## config.mk

```make
export PLATFORM = sky130hd
export DESIGN_NAME = pu_dispatch
export DESIGN_NICKNAME = d
export VERILOG_FILES = /design/src/rtl/pu_dispatch_pkg.sv /design/src/rtl/xop_decode.sv /design/src/rtl/tag_ctrl.sv /design/src/rtl/cfg_store.sv /design/src/rtl/pu_dispatch.sv
export SDC_FILE = /design/constraint.sdc
export NUM_CORES = 1
export LEC_CHECK = 0
export BUFFER_PORTS_ARGS = -buffer_cell sky130_fd_sc_hd__buf_2
export CAP_MARGIN = 20
export CORE_MARGIN = 4
export CORE_UTILIZATION = 55
export CTS_CLUSTER_SIZE = 25
export DETAILED_ROUTE_END_ITERATION = 12
export GPL_TIMING_DRIVEN = 0
export PLACE_DENSITY_LB_ADDON = 0.12
export SETUP_SLACK_MARGIN = 0.02
export SYNTH_ARGS = -nofsm -noshare
export SYNTH_HDL_FRONTEND = slang
export SYNTH_SLANG_ARGS = --single-unit
```

## constraint.sdc

```tcl
create_clock -name clk -period 10.41 [get_ports clk]
set_input_delay 0 -clock clk [delete_from_list [all_inputs] [get_ports clk]]
set_output_delay 0 -clock clk [all_outputs]
set_load 0.005 [all_outputs]
```

## src/rtl/pu_dispatch_pkg.sv

```systemverilog
package pu_dispatch_pkg;
  localparam int INSTR_W = 32;
  localparam int OPC_W   = 6;
  localparam int REG_W   = 5;
  localparam int FN_W    = 11;
  // Field boundaries, counted from the least significant bit
  localparam int FN_LSB  = 0;
  localparam int RD_LSB  = FN_LSB + FN_W;
  localparam int RT_LSB  = RD_LSB + REG_W;
  localparam int RS_LSB  = RT_LSB + REG_W;
  localparam int OPC_LSB = RS_LSB + REG_W;
  localparam logic [FN_W-1:0] FN_EMPTY = '0;

  typedef struct packed {
    logic [REG_W-1:0] rs;
    logic [REG_W-1:0] rt;
    logic [REG_W-1:0] rd;
    logic [FN_W-1:0]  fn;
  } xop_fields_t;
endpackage

```

## src/rtl/xop_decode.sv

```systemverilog
module xop_decode
  import pu_dispatch_pkg::*;
#(
  parameter logic [OPC_W-1:0] CUSTOM_OPC = 6'h1C
) (
  input  logic [INSTR_W-1:0] instr,
  output xop_fields_t        fields,
  output logic               is_custom
);
  always_comb begin
    fields.rs = instr[RS_LSB +: REG_W];
    fields.rt = instr[RT_LSB +: REG_W];
    fields.rd = instr[RD_LSB +: REG_W];
    fields.fn = instr[FN_LSB +: FN_W];
    is_custom = (instr[OPC_LSB +: OPC_W] == CUSTOM_OPC);
  end
endmodule

```

## src/rtl/tag_ctrl.sv

```systemverilog
module tag_ctrl
  import pu_dispatch_pkg::*;
(
  input  logic             clk,
  input  logic             rst,
  input  logic             go,
  input  xop_fields_t      fields,
  input  logic             exc_event,
  input  logic             syscall_event,
  input  logic             tag_wr_en,
  input  logic [FN_W-1:0]  tag_wr_fn,
  output logic [FN_W-1:0]  tag,
  output logic             done_valid,
  output xop_fields_t      done_fields,
  output logic             trap,
  output logic [FN_W-1:0]  trap_fn
);
  logic hit;
  logic wipe;

  always_comb begin
    hit  = (fields.fn == tag) && (fields.fn != FN_EMPTY);
    wipe = exc_event || syscall_event || (go && !hit);
  end

  always_ff @(posedge clk) begin
    if (rst) begin
      tag         <= FN_EMPTY;
      done_valid  <= 1'b0;
      done_fields <= '0;
      trap        <= 1'b0;
      trap_fn     <= FN_EMPTY;
    end else begin
      done_valid <= go && hit;
      trap       <= go && !hit;
      if (go && hit)  done_fields <= fields;
      if (go && !hit) trap_fn     <= fields.fn;
      if (wipe)           tag <= FN_EMPTY;
      else if (tag_wr_en) tag <= tag_wr_fn;
    end
  end

  assert_one_outcome_R2: assert property (@(posedge clk) disable iff (rst)
    !(done_valid && trap));
  assert_miss_leaves_empty_R3: assert property (@(posedge clk) disable iff (rst)
    trap |-> tag == FN_EMPTY);
  assert_zero_fn_traps_R4: assert property (@(posedge clk) disable iff (rst)
    (go && fields.fn == FN_EMPTY) |=> trap);
  assert_event_clears_tag_R6: assert property (@(posedge clk) disable iff (rst)
    (exc_event || syscall_event) |=> tag == FN_EMPTY);
  assert_tag_load_R7: assert property (@(posedge clk) disable iff (rst)
    (tag_wr_en && !exc_event && !syscall_event && !go) |=> tag == $past(tag_wr_fn));
endmodule

```

## src/rtl/cfg_store.sv

```systemverilog
module cfg_store #(
  parameter int DEPTH = 512,
  parameter int AW    = $clog2(DEPTH)
) (
  input  logic          clk,
  input  logic          rst,
  input  logic          clr_start,
  input  logic          set_en,
  input  logic [AW-1:0] set_addr,
  input  logic [AW-1:0] rd_addr,
  output logic          rd_bit,
  output logic          busy
);
  localparam logic [AW-1:0] LAST = AW'(DEPTH - 1);

  logic          bits [DEPTH];
  logic [AW-1:0] sweep;
  logic          we;
  logic [AW-1:0] wa;
  logic          wd;

  // One write port shared by the sweep and single-bit sets
  always_comb begin
    we = busy || set_en;
    wa = busy ? sweep : set_addr;
    wd = !busy;
  end

  always_ff @(posedge clk) begin
    if (we) bits[wa] <= wd;
    rd_bit <= bits[rd_addr];
  end

  always_ff @(posedge clk) begin
    if (rst) begin
      busy  <= 1'b0;
      sweep <= '0;
    end else if (!busy) begin
      if (clr_start) begin
        busy  <= 1'b1;
        sweep <= '0;
      end
    end else if (sweep == LAST) begin
      busy <= 1'b0;
    end else begin
      sweep <= sweep + 1'b1;
    end
  end

  assert_sweep_starts_R9: assert property (@(posedge clk) disable iff (rst)
    (clr_start && !busy) |=> (busy && sweep == '0));
  assert_sweep_steps_R9: assert property (@(posedge clk) disable iff (rst)
    (busy && sweep != LAST) |=> (busy && sweep == $past(sweep) + 1'b1));
  assert_sweep_ends_R9: assert property (@(posedge clk) disable iff (rst)
    (busy && sweep == LAST) |=> !busy);
endmodule

```

## src/rtl/pu_dispatch.sv

```systemverilog
module pu_dispatch
  import pu_dispatch_pkg::*;
#(
  parameter logic [5:0] CUSTOM_OPC = 6'h1C,
  parameter int CFG_DEPTH = 512,
  parameter int CFG_AW    = $clog2(CFG_DEPTH)
) (
  input  logic              clk,
  input  logic              rst,
  input  logic              issue_valid,
  input  logic [31:0]       issue_instr,
  input  logic              exc_event,
  input  logic              syscall_event,
  input  logic              tag_wr_en,
  input  logic [10:0]       tag_wr_fn,
  input  logic              clr_start,
  input  logic              cfg_set_en,
  input  logic [CFG_AW-1:0] cfg_set_addr,
  input  logic [CFG_AW-1:0] cfg_rd_addr,
  output logic              cfg_rd_bit,
  output logic              stall,
  output logic [10:0]       cur_tag,
  output logic              done_valid,
  output logic [4:0]        done_rs,
  output logic [4:0]        done_rt,
  output logic [4:0]        done_rd,
  output logic [10:0]       done_fn,
  output logic              trap,
  output logic [10:0]       trap_fn
);
  xop_fields_t fields;
  xop_fields_t done_fields;
  logic        is_custom;
  logic        busy;
  logic        go;

  xop_decode #(.CUSTOM_OPC(CUSTOM_OPC)) u_decode (
    .instr     (issue_instr),
    .fields    (fields),
    .is_custom (is_custom)
  );

  assign go = issue_valid && is_custom && !busy;

  tag_ctrl u_tag (
    .clk           (clk),
    .rst           (rst),
    .go            (go),
    .fields        (fields),
    .exc_event     (exc_event),
    .syscall_event (syscall_event),
    .tag_wr_en     (tag_wr_en),
    .tag_wr_fn     (tag_wr_fn),
    .tag           (cur_tag),
    .done_valid    (done_valid),
    .done_fields   (done_fields),
    .trap          (trap),
    .trap_fn       (trap_fn)
  );

  cfg_store #(.DEPTH(CFG_DEPTH), .AW(CFG_AW)) u_cfg (
    .clk       (clk),
    .rst       (rst),
    .clr_start (clr_start),
    .set_en    (cfg_set_en && !busy),
    .set_addr  (cfg_set_addr),
    .rd_addr   (cfg_rd_addr),
    .rd_bit    (cfg_rd_bit),
    .busy      (busy)
  );

  assign stall   = busy;
  assign done_rs = done_fields.rs;
  assign done_rt = done_fields.rt;
  assign done_rd = done_fields.rd;
  assign done_fn = done_fields.fn;

  assert_stall_blocks_R10: assert property (@(posedge clk) disable iff (rst)
    busy |=> (!done_valid && !trap));
  assert_foreign_quiet_R8: assert property (@(posedge clk) disable iff (rst)
    (issue_valid && !is_custom) |=> (!done_valid && !trap));
endmodule

```

Word level (Yosys, flattened, before mapping)

Memories as Yosys holds them, arrays and structs flattened. A register that Yosys moved wholly into a read port is not among the register bits.
Index checks and enable logic that the tools add are counted.
Widths: inputs -> output; s select.

Bits in registers: 60
Latch bits: 0
Bits in writable memories: 512
Bits in read-only memories: 0
Output and inout bits: 52
Memories: 1

$add $sub $neg: 1
Multipliers: 0
Divide/modulo/power cells: 0
Order comparisons: 0
Equal/unequal tests: 4
Shift-type cells: 0
Multiplexer cells: 9
Bitwise logic cells: 0
Reductions and logical operators: 15

Memory list:

| name       | depth | width | rd ports | clocked after memory_dff | write ports | line            | RTL |
|---|---|---|---|---|---|---|---|
| u_cfg.bits | 512   | 1     | 1        | 1                        | 1           | cfg_store.sv:16 | `logic bits [DEPTH];` |

Operators with widths:

| kind                | count |
|---|---|
| $mux 9              | 4 |
| $eq 11x11->1        | 1 |
| $reduce_bool 11->1  | 1 |
| $add 9x1->9 const B | 1 |
| $eq 9x9->1 const B  | 1 |
| $eq 6x5->1 const B  | 1 |
| $logic_and 1x1->1   | 6 |
| $mux 1              | 5 |
| $logic_or 1x1->1    | 3 |
| $logic_not 1->1     | 2 |
| $ne 2x2->1 const B  | 1 |
| $reduce_and 2->1    | 1 |
| $reduce_bool 2->1   | 1 |
| $reduce_or 2->1     | 1 |

Longest topological paths before layout

Gate-level depths: netlist of the first run.

Word-level depth: 6
Gate-level depth with buffers: 11

Modules after synthesis

A second synthesis of the first run with hierarchy kept.

Cells, all modules: 1960
Area, all modules: 25480.7 um^2

Modules (own cells, without submodules):

| module      | instances | cells each | area each (um^2) |
|---|---|---|---|
| cfg_store   | 1         | 1702       | 23084.6 |
| tag_ctrl    | 1         | 228        | 2167.1 |
| xop_decode  | 1         | 28         | 214.0 |
| pu_dispatch | 1         | 2          | 15.0 |

Worst setup path after synthesis of the first run

OpenSTA, ideal clock, no wires.

Path kind: register to register
Start: register u_cfg.busy
End: memory u_cfg.bits[340] (enable)
Arrival time: 5.287 ns
Slack: 4.824 ns
Stages on the path, launching flop included: 9
Clock period less this slack: 5.586 ns
Cells stage by stage: dfxtp_1 > buf_2 > inv_1 > buf_2 > nand2_1 > o32ai_1 > nand2_1 > clkbuf_1 > nor2_1

Cells in the longest elaborated chain, start to end: 5

RTL lines:

| item                         | line              | RTL |
|---|---|---|
| from (decl)                  | cfg_store.sv:12   | `output logic busy` |
| from (signal assigned)       | cfg_store.sv:36   | `busy <= 1'b0;` |
| from (signal assigned)       | cfg_store.sv:40   | `busy <= 1'b1;` |
| from (signal assigned)       | cfg_store.sv:44   | `busy <= 1'b0;` |
| $logic_not 1->1              | --                |  |
| named net u_cfg.wd           | cfg_store.sv:20   | `logic wd;` |
| $logic_and 1x1->1            | pu_dispatch.sv:65 | `.set_en (cfg_set_en && !busy),` |
| $logic_or 1x1->1             | cfg_store.sv:24   | `we = busy \|\| set_en;` |
| $mux 1                       | cfg_store.sv:30   | `if (we) bits[wa] <= wd;` |
| $mux 1 (implied by the code) | cfg_store.sv:30   |  |
| to (decl)                    | cfg_store.sv:16   |  |

The timed path passes the listed nets, and every way through them passes these cells.

Worst setup path in the final report of the first run

Start: register u_cfg.busy
End: memory u_cfg.bits[318] (enable)

Same word-level chain as after synthesis.

==> qor.yml, run 1 <==
syn-num-nets: 1946
overflow: 0
drtIter0Drc: 2608
final_layout_size_suffix_gt1_frac: 0.147
hold_end: "u_tag.tag[7]$_SDFFE_PP0P_"
vias_per_cell: 6.24
synth-compound-area-share: 0.0495
vdd.ir_drop.worst_mv: 0.128
worst_ep_required_time_ps: 10730
port_buffers: 114
leakage_nw: 9.43
synthArstFlopShare: 0
fmax_ghz: 0.247
io_pins: 121
start_util: 0.556
slowest_stage: "o21ai_0"
synth_xor_xnor_area_share: 0.00556
synth-simple-area-share: 0.110
synth_area_leaders: "edfxtp_1 61%, nor2_1 8.9%, mux2i_1 6.7%"
avgSynthCellArea_um2: 13.4
nets: 2168
yosys.area.top_type: "edfxtp_1"
max_stage_delay_ps: 660
drv_cap: 0
crit_type: "flop to flop"
finalHoldViolCount: 0
fin_crit_sh: 0.389
r2r_cells: 9
power_density_mw_per_mm2: 171
clk_pin_slew_ps: 60
hp-class: "input pin to flop"
syn_to_final_growth_pct: 14.6
dr.pass1.iters: 5
cts_tree: "done"
finalCriticalPeriod_ps: 4050
tightest_slew_ps: 1060
cp.arrival_ps: 4370
finalSetupTns_ps: 0
wl_per_cell_um: 27.3
skew_ps: 18.9
root_buffer: "clkbuf_16"
hp-start: "exc_event"
clock_latency_ps: 630
r2r_start: "u_cfg.busy$_SDFF_PP0_"
slew_violations: 0
crit_top_cell: "nand2_1"
syn_inst: 1875
antenna_found_initial: 2
drc_errors: 0
end_kind: "flop"
synth_top_family_by_area: "multiplexers"
layout_setup_ws_ps: 6360
antenna_left: 0
wl_met3_um: 8820
dr_wl_met2_um: 34700
hpwl_um: 47700
synth-edff-count: 512
ys_warn_count: 0
final_cell_mix: "599 x nor2_1, 512 x edfxtp_1, 168 x mux2i_1, 128 x buf_2, 107 x clkbuf_1"
syn_area_mm2: 0.0252
rsz0062_at_grt: "no"
ys_seq_elements: 573
htreeDepth: 2
cts_sinks: 573
synthMuxAreaShare: 0.134
regToRegEndpoint: "u_cfg.bits[318]$_DFFE_PP_"
gp_congestion: 0.904
pre_cts_slack_ps: 6430
ys.flop_type: "edfxtp_1"
grt_pass1_wl_um: 109000
grt_usage: 0.301
topRoutingLayerUsed: "met5"
grt_max_degree: 188
wl_met1_um: 28100
synthAdderAreaFrac: 0.000994
yosys.cell_types.count: 57
startpoint_type: "flop"
vias: 17100
num_rows: 78
numCtsBuffers: 57
slew_headroom: 0.291
seq_area_frac_synth: 0.659
status: "completed"
cts_max_path_buffers: 3
critPathMaxFanout: 187
synth_top_area_share: 0.611
worstHoldPathCells: 5
cp_cell_sequence: "buf_2 -> inv_1 -> buf_8 -> buf_16 -> nand2_1 -> o21ai_0 -> nand2_1 -> clkbuf_1 -> nor2_1"
reg2reg_slack_ps: 6360
postCtsSetupBuffers: 0
post_cts_resized: 0
first_global_vias: 16900
final_common_cell: "nor2_1"
die_y_um: 222
dieArea_mm2: 0.0493
dieWidth_um: 222
setup_viol_count_final: 0
wl_um: 74800
core_mm2: 0.0453
[flip-flops by register name (all words and copies together) (netlist names)]
name and flops:
u_tag.done_fields 26, u_tag.tag 11, u_cfg.sweep 9, u_tag.trap 1, u_cfg.busy 1, u_tag.done_valid 1
u_cfg.bits 512, u_tag.trap_fn 11, u_cfg.rd_bit 1
[layer usage]
| layer | global-route usage | vias to the layer above |
|---|---|---|
| met5 | 0.00489 | - |
| met4 | 0.112 | 4 |
| met3 | 0.0846 | 215 |
| met2 | 0.478 | 1055 |
| met1 | 0.400 | 8502 |
| li1 | - | 7347 |
[critical path, delay by kind of cell, from the launching register on]
| kind | cells | cell delay (ps) |
|---|---|---|
| AO/OA/AOI/OAI | 1 | 660 |
| buffers and inverters | 5 | 1930 |
| flip-flops | 1 | 310 |
| AND/OR/NAND/NOR | 3 | 760 |
[layout make-up]
type / count / area, um2
flip-flops and latches: 573 / 16600
fillers: 3438 / 16400
multi-input cells: 1138 / 7590
clock buffers: 79 / 1630
repair buffers: 163 / 1090
plain buffers: 153 / 976
well taps: 600 / 751
clock inverters: 26 / 181
inverters: 11 / 41.3
diodes: 2 / 5.00
[where the power goes]
| part | internal (W) | switching, W | leakage (nW) | total, W |
|---|---|---|---|---|
| clock | 0.00114 | 0.000882 | 0.902 | 0.00202 |
| combinational | 0.000118 | 0.000257 | 3.52 | 0.000375 |
| sequential | 0.00253 | 0.00000246 | 5.01 | 0.00253 |
[repair_timing]
| action | 4_1_cts | 5_1_grt |
|---|---|---|
| hold endpoints to repair | 60 | 0 |
| endpoints found under the setup margin | 0 | 0 |
| hold buffers | 45 | 0 |
[synth_stat cells (4+ instances only)]
cell type  count
nor2_1       599
edfxtp_1     512
mux2i_1      168
clkbuf_1      96
dfxtp_1       61
nand2_1       61
mux4_2        53
o221ai_1      52
a21oi_1       36
o22ai_1       25
mux4_1        19
o21ai_0       15
buf_2         14
xnor2_1       12
clkbuf_8      11
inv_1         10
buf_1          8
buf_12         8
nand3_1        8
buf_6          7
nor3_1         7
nor4_1         7
o211ai_1       7
buf_8          6
nand2b_1       5
nor2b_1        4
o221ai_2       4
o31ai_1        4
o32ai_1        4
xor2_1         4
[through the flow]
stage          hold slack, ps  power [W]  cells  area [um2]  utilization
6_report                 38.9    0.00492   2745       28900        0.637
5_1_grt                  34.1    0.00505   2743       28900        0.637
4_1_cts                  3.31    0.00492   2743       28900        0.637
3_5_place_dp              244    0.00293   2593       26600        0.587
3_3_place_gp              235    0.00294   2589       26500        0.585
2_1_floorplan             144    0.00279   1875       25200            -
[worst max path at each step]
stage                                end  cells past startpoint  slack [ps]                  start
2_1_floorplan  u_cfg.bits[340]$_DFFE_PP_                      8        4820  u_cfg.busy$_SDFF_PP0_
3_3_place_gp   u_cfg.bits[464]$_DFFE_PP_                      8        1140  u_cfg.busy$_SDFF_PP0_
3_5_place_dp   u_cfg.bits[310]$_DFFE_PP_                      9        6430  u_cfg.busy$_SDFF_PP0_
4_1_cts        u_cfg.bits[294]$_DFFE_PP_                      9        6390  u_cfg.busy$_SDFF_PP0_
5_1_grt        u_cfg.bits[342]$_DFFE_PP_                      9        6050  u_cfg.busy$_SDFF_PP0_
6_report       u_cfg.bits[318]$_DFFE_PP_                      9        6360  u_cfg.busy$_SDFF_PP0_
[kinds of logic after synthesis]
family,after synthesis
AO/OA/AOI/OAI,171
AND/OR/NAND/NOR,708
flip-flops,573
XOR/XNOR,16
adder cells (fa/ha/maj),2
multiplexers,241
buffers and inverters,164
(Power assumes the default switching activity.)
==> inputs of run 2 (changes only) <==
- clock period: 10.41 -> 3.35 ns (I/O delays scaled with it)
==> qor.yml, run 2 (same netlist as run 1, synthesis figures left out) <==
vias_per_cell: 6.25
dieWidth_um: 222
antenna_left: 0
final_layout_size_suffix_gt1_frac: 0.156
fmax_ghz: 0.311
worst_ep_required_time_ps: 3670
largest_reg_flops: 512
finalCriticalPeriod_ps: 3210
finalHoldViolCount: 0
slew_headroom: 0.287
rsz0062_at_grt: "no"
grt_usage: 0.303
final_common_cell: "nor2_1"
cp.arrival_ps: 3530
core_mm2: 0.0453
antenna_found_initial: 0
pre_cts_slack_ps: -696
tightest_slew_ps: 1070
dieArea_mm2: 0.0493
dp_cells: 2594
syn_to_final_growth_pct: 15.6
nets: 2173
drtIter0Drc: 2589
setup_viol_count_final: 0
largestRegisters: "u_cfg.bits (512), u_tag.done_fields (26)"
crit_top_cell: "buf_16"
io_pins: 121
clock_latency_ps: 630
dr.pass1.iters: 5
placed_area_mm2: 0.0266
start_util: 0.556
root_buffer: "clkbuf_16"
port_buffers: 114
wl_per_cell_um: 27.5
crit_type: "flop to flop"
vdd.ir_drop.worst_mv: 0.372
drv_cap: 0
n_antenna_cell: 0
overflow: 0
cts_sinks: 573
grt_pass1_wl_um: 109000
wl_um: 75600
cp_cell_sequence: "buf_2 -> inv_1 -> buf_16 -> buf_16 -> o31ai_2 -> nand2_1 -> clkbuf_1 -> nor2_1"
die_y_um: 222
vias: 17200
instances_no_fill: 2750
power_density_mw_per_mm2: 535
largest-register: "u_cfg.bits"
slowest_stage: "o31ai_2"
finalSetupTns_ps: 0
finish.instance_area_mm2: 0.0291
htreeDepth: 2
grt_max_degree: 171
hpwl_um: 48000
end_kind: "flop"
max_stage_delay_ps: 560
critPathMaxFanout: 98
skew_ps: 23.8
final_cell_mix: "599 x nor2_1, 512 x edfxtp_1, 168 x mux2i_1, 127 x buf_2, 98 x clkbuf_1"
numCtsBuffers: 57
startpoint_type: "flop"
layout_setup_ws_ps: 137
gp_congestion: 0.906
cts_max_path_buffers: 3
drc_errors: 0
cts_tree: "done"
clk_pin_slew_ps: 70
leakage_nw: 9.56
status: "completed"
hp-class: "input pin to flop"
slew_violations: 0
path_delay_family: "buffers and inverters"
first_global_vias: 16900
fin_util: 0.643
num_rows: 78
fin_crit_sh: 0.959
crit_buf_inv: 5
postCtsSetupBuffers: 0
## run 2: cell types whose count changed in the layout (fill, tap and decap cells not counted), sizes merged
cell         previous run  this run
clkinv                 22        23
bufbuf                  0         2
diode                   2         0
dlygate4sd3            46        48
bufinv                  2         5
clkbuf                186       185
## run 2: layout make-up
type	instances	area [um2]
Sequential cell	573	16600
Multi-Input combinational cell	1138	7630
Fill cell	3460	16200
Inverter	11	41.3
Clock buffer	77	1620
Timing Repair Buffer	168	1190
Buffer	153	1000
Clock inverter	30	277
Tap cell	600	751
## run 2: what timing repair did
action | 4_1_cts | 5_1_grt
gates cloned | 2 | 0
hold endpoints to repair | 60 | 0
resized for setup | 10 | 21
setup endpoints to repair | 455 | 156
hold buffers | 47 | 0
## run 2: stage by stage
| step | total power [W] | hold WS, ps |
|---|---|---|
| after global routing | 0.0159 | 102 |
| final | 0.0156 | 67.0 |
| after global placement | 0.00909 | 234 |
| after CTS | 0.0156 | 35.9 |
| after detailed placement | 0.00911 | 247 |
| after floorplan | 0.00865 | 144 |
## run 2: per-layer routing
layer / up-vias / share of wire / global-route usage
li1: 7365 / - / -
met4: 0 / 0.045 / 0.126
met3: 176 / 0.12 / 0.0757
met2: 1060 / 0.46 / 0.482
met1: 8573 / 0.37 / 0.403
met5: - / 0 / 0
## run 2: power breakdown
part           switching (W)  total (W)  leakage [nW]  internal, W
logic               0.000810    0.00120          3.62     0.000388
registers         0.00000830    0.00786          5.01      0.00785
clock network        0.00276    0.00652         0.937      0.00376
total                0.00358     0.0156          9.56       0.0120
## run 2: worst paths after layout
path | from | endpoint | slack [ps] | cells after the start
worst min-delay path | syscall_event | u_tag.tag[8]$_SDFFE_PP0P_ | 70 | 5
worst max register to register | u_cfg.busy$_SDFF_PP0_ | u_cfg.bits[336]$_DFFE_PP_ | 140 | 8
worst max-delay path | u_cfg.busy$_SDFF_PP0_ | u_cfg.bits[336]$_DFFE_PP_ | 140 | 8
worst min register to register | u_tag.trap_fn[7]$_SDFFE_PP0P_ | u_tag.trap_fn[7]$_SDFFE_PP0P_ | 500 | 2
## run 2: worst register-to-register path: stages, from the launching register on
cell and delay (ps):
dfxtp_1 320, buf_2 210, inv_1 210, buf_16 250, buf_16 250, o31ai_2 570
nand2_1 330, clkbuf_1 490, nor2_1 270
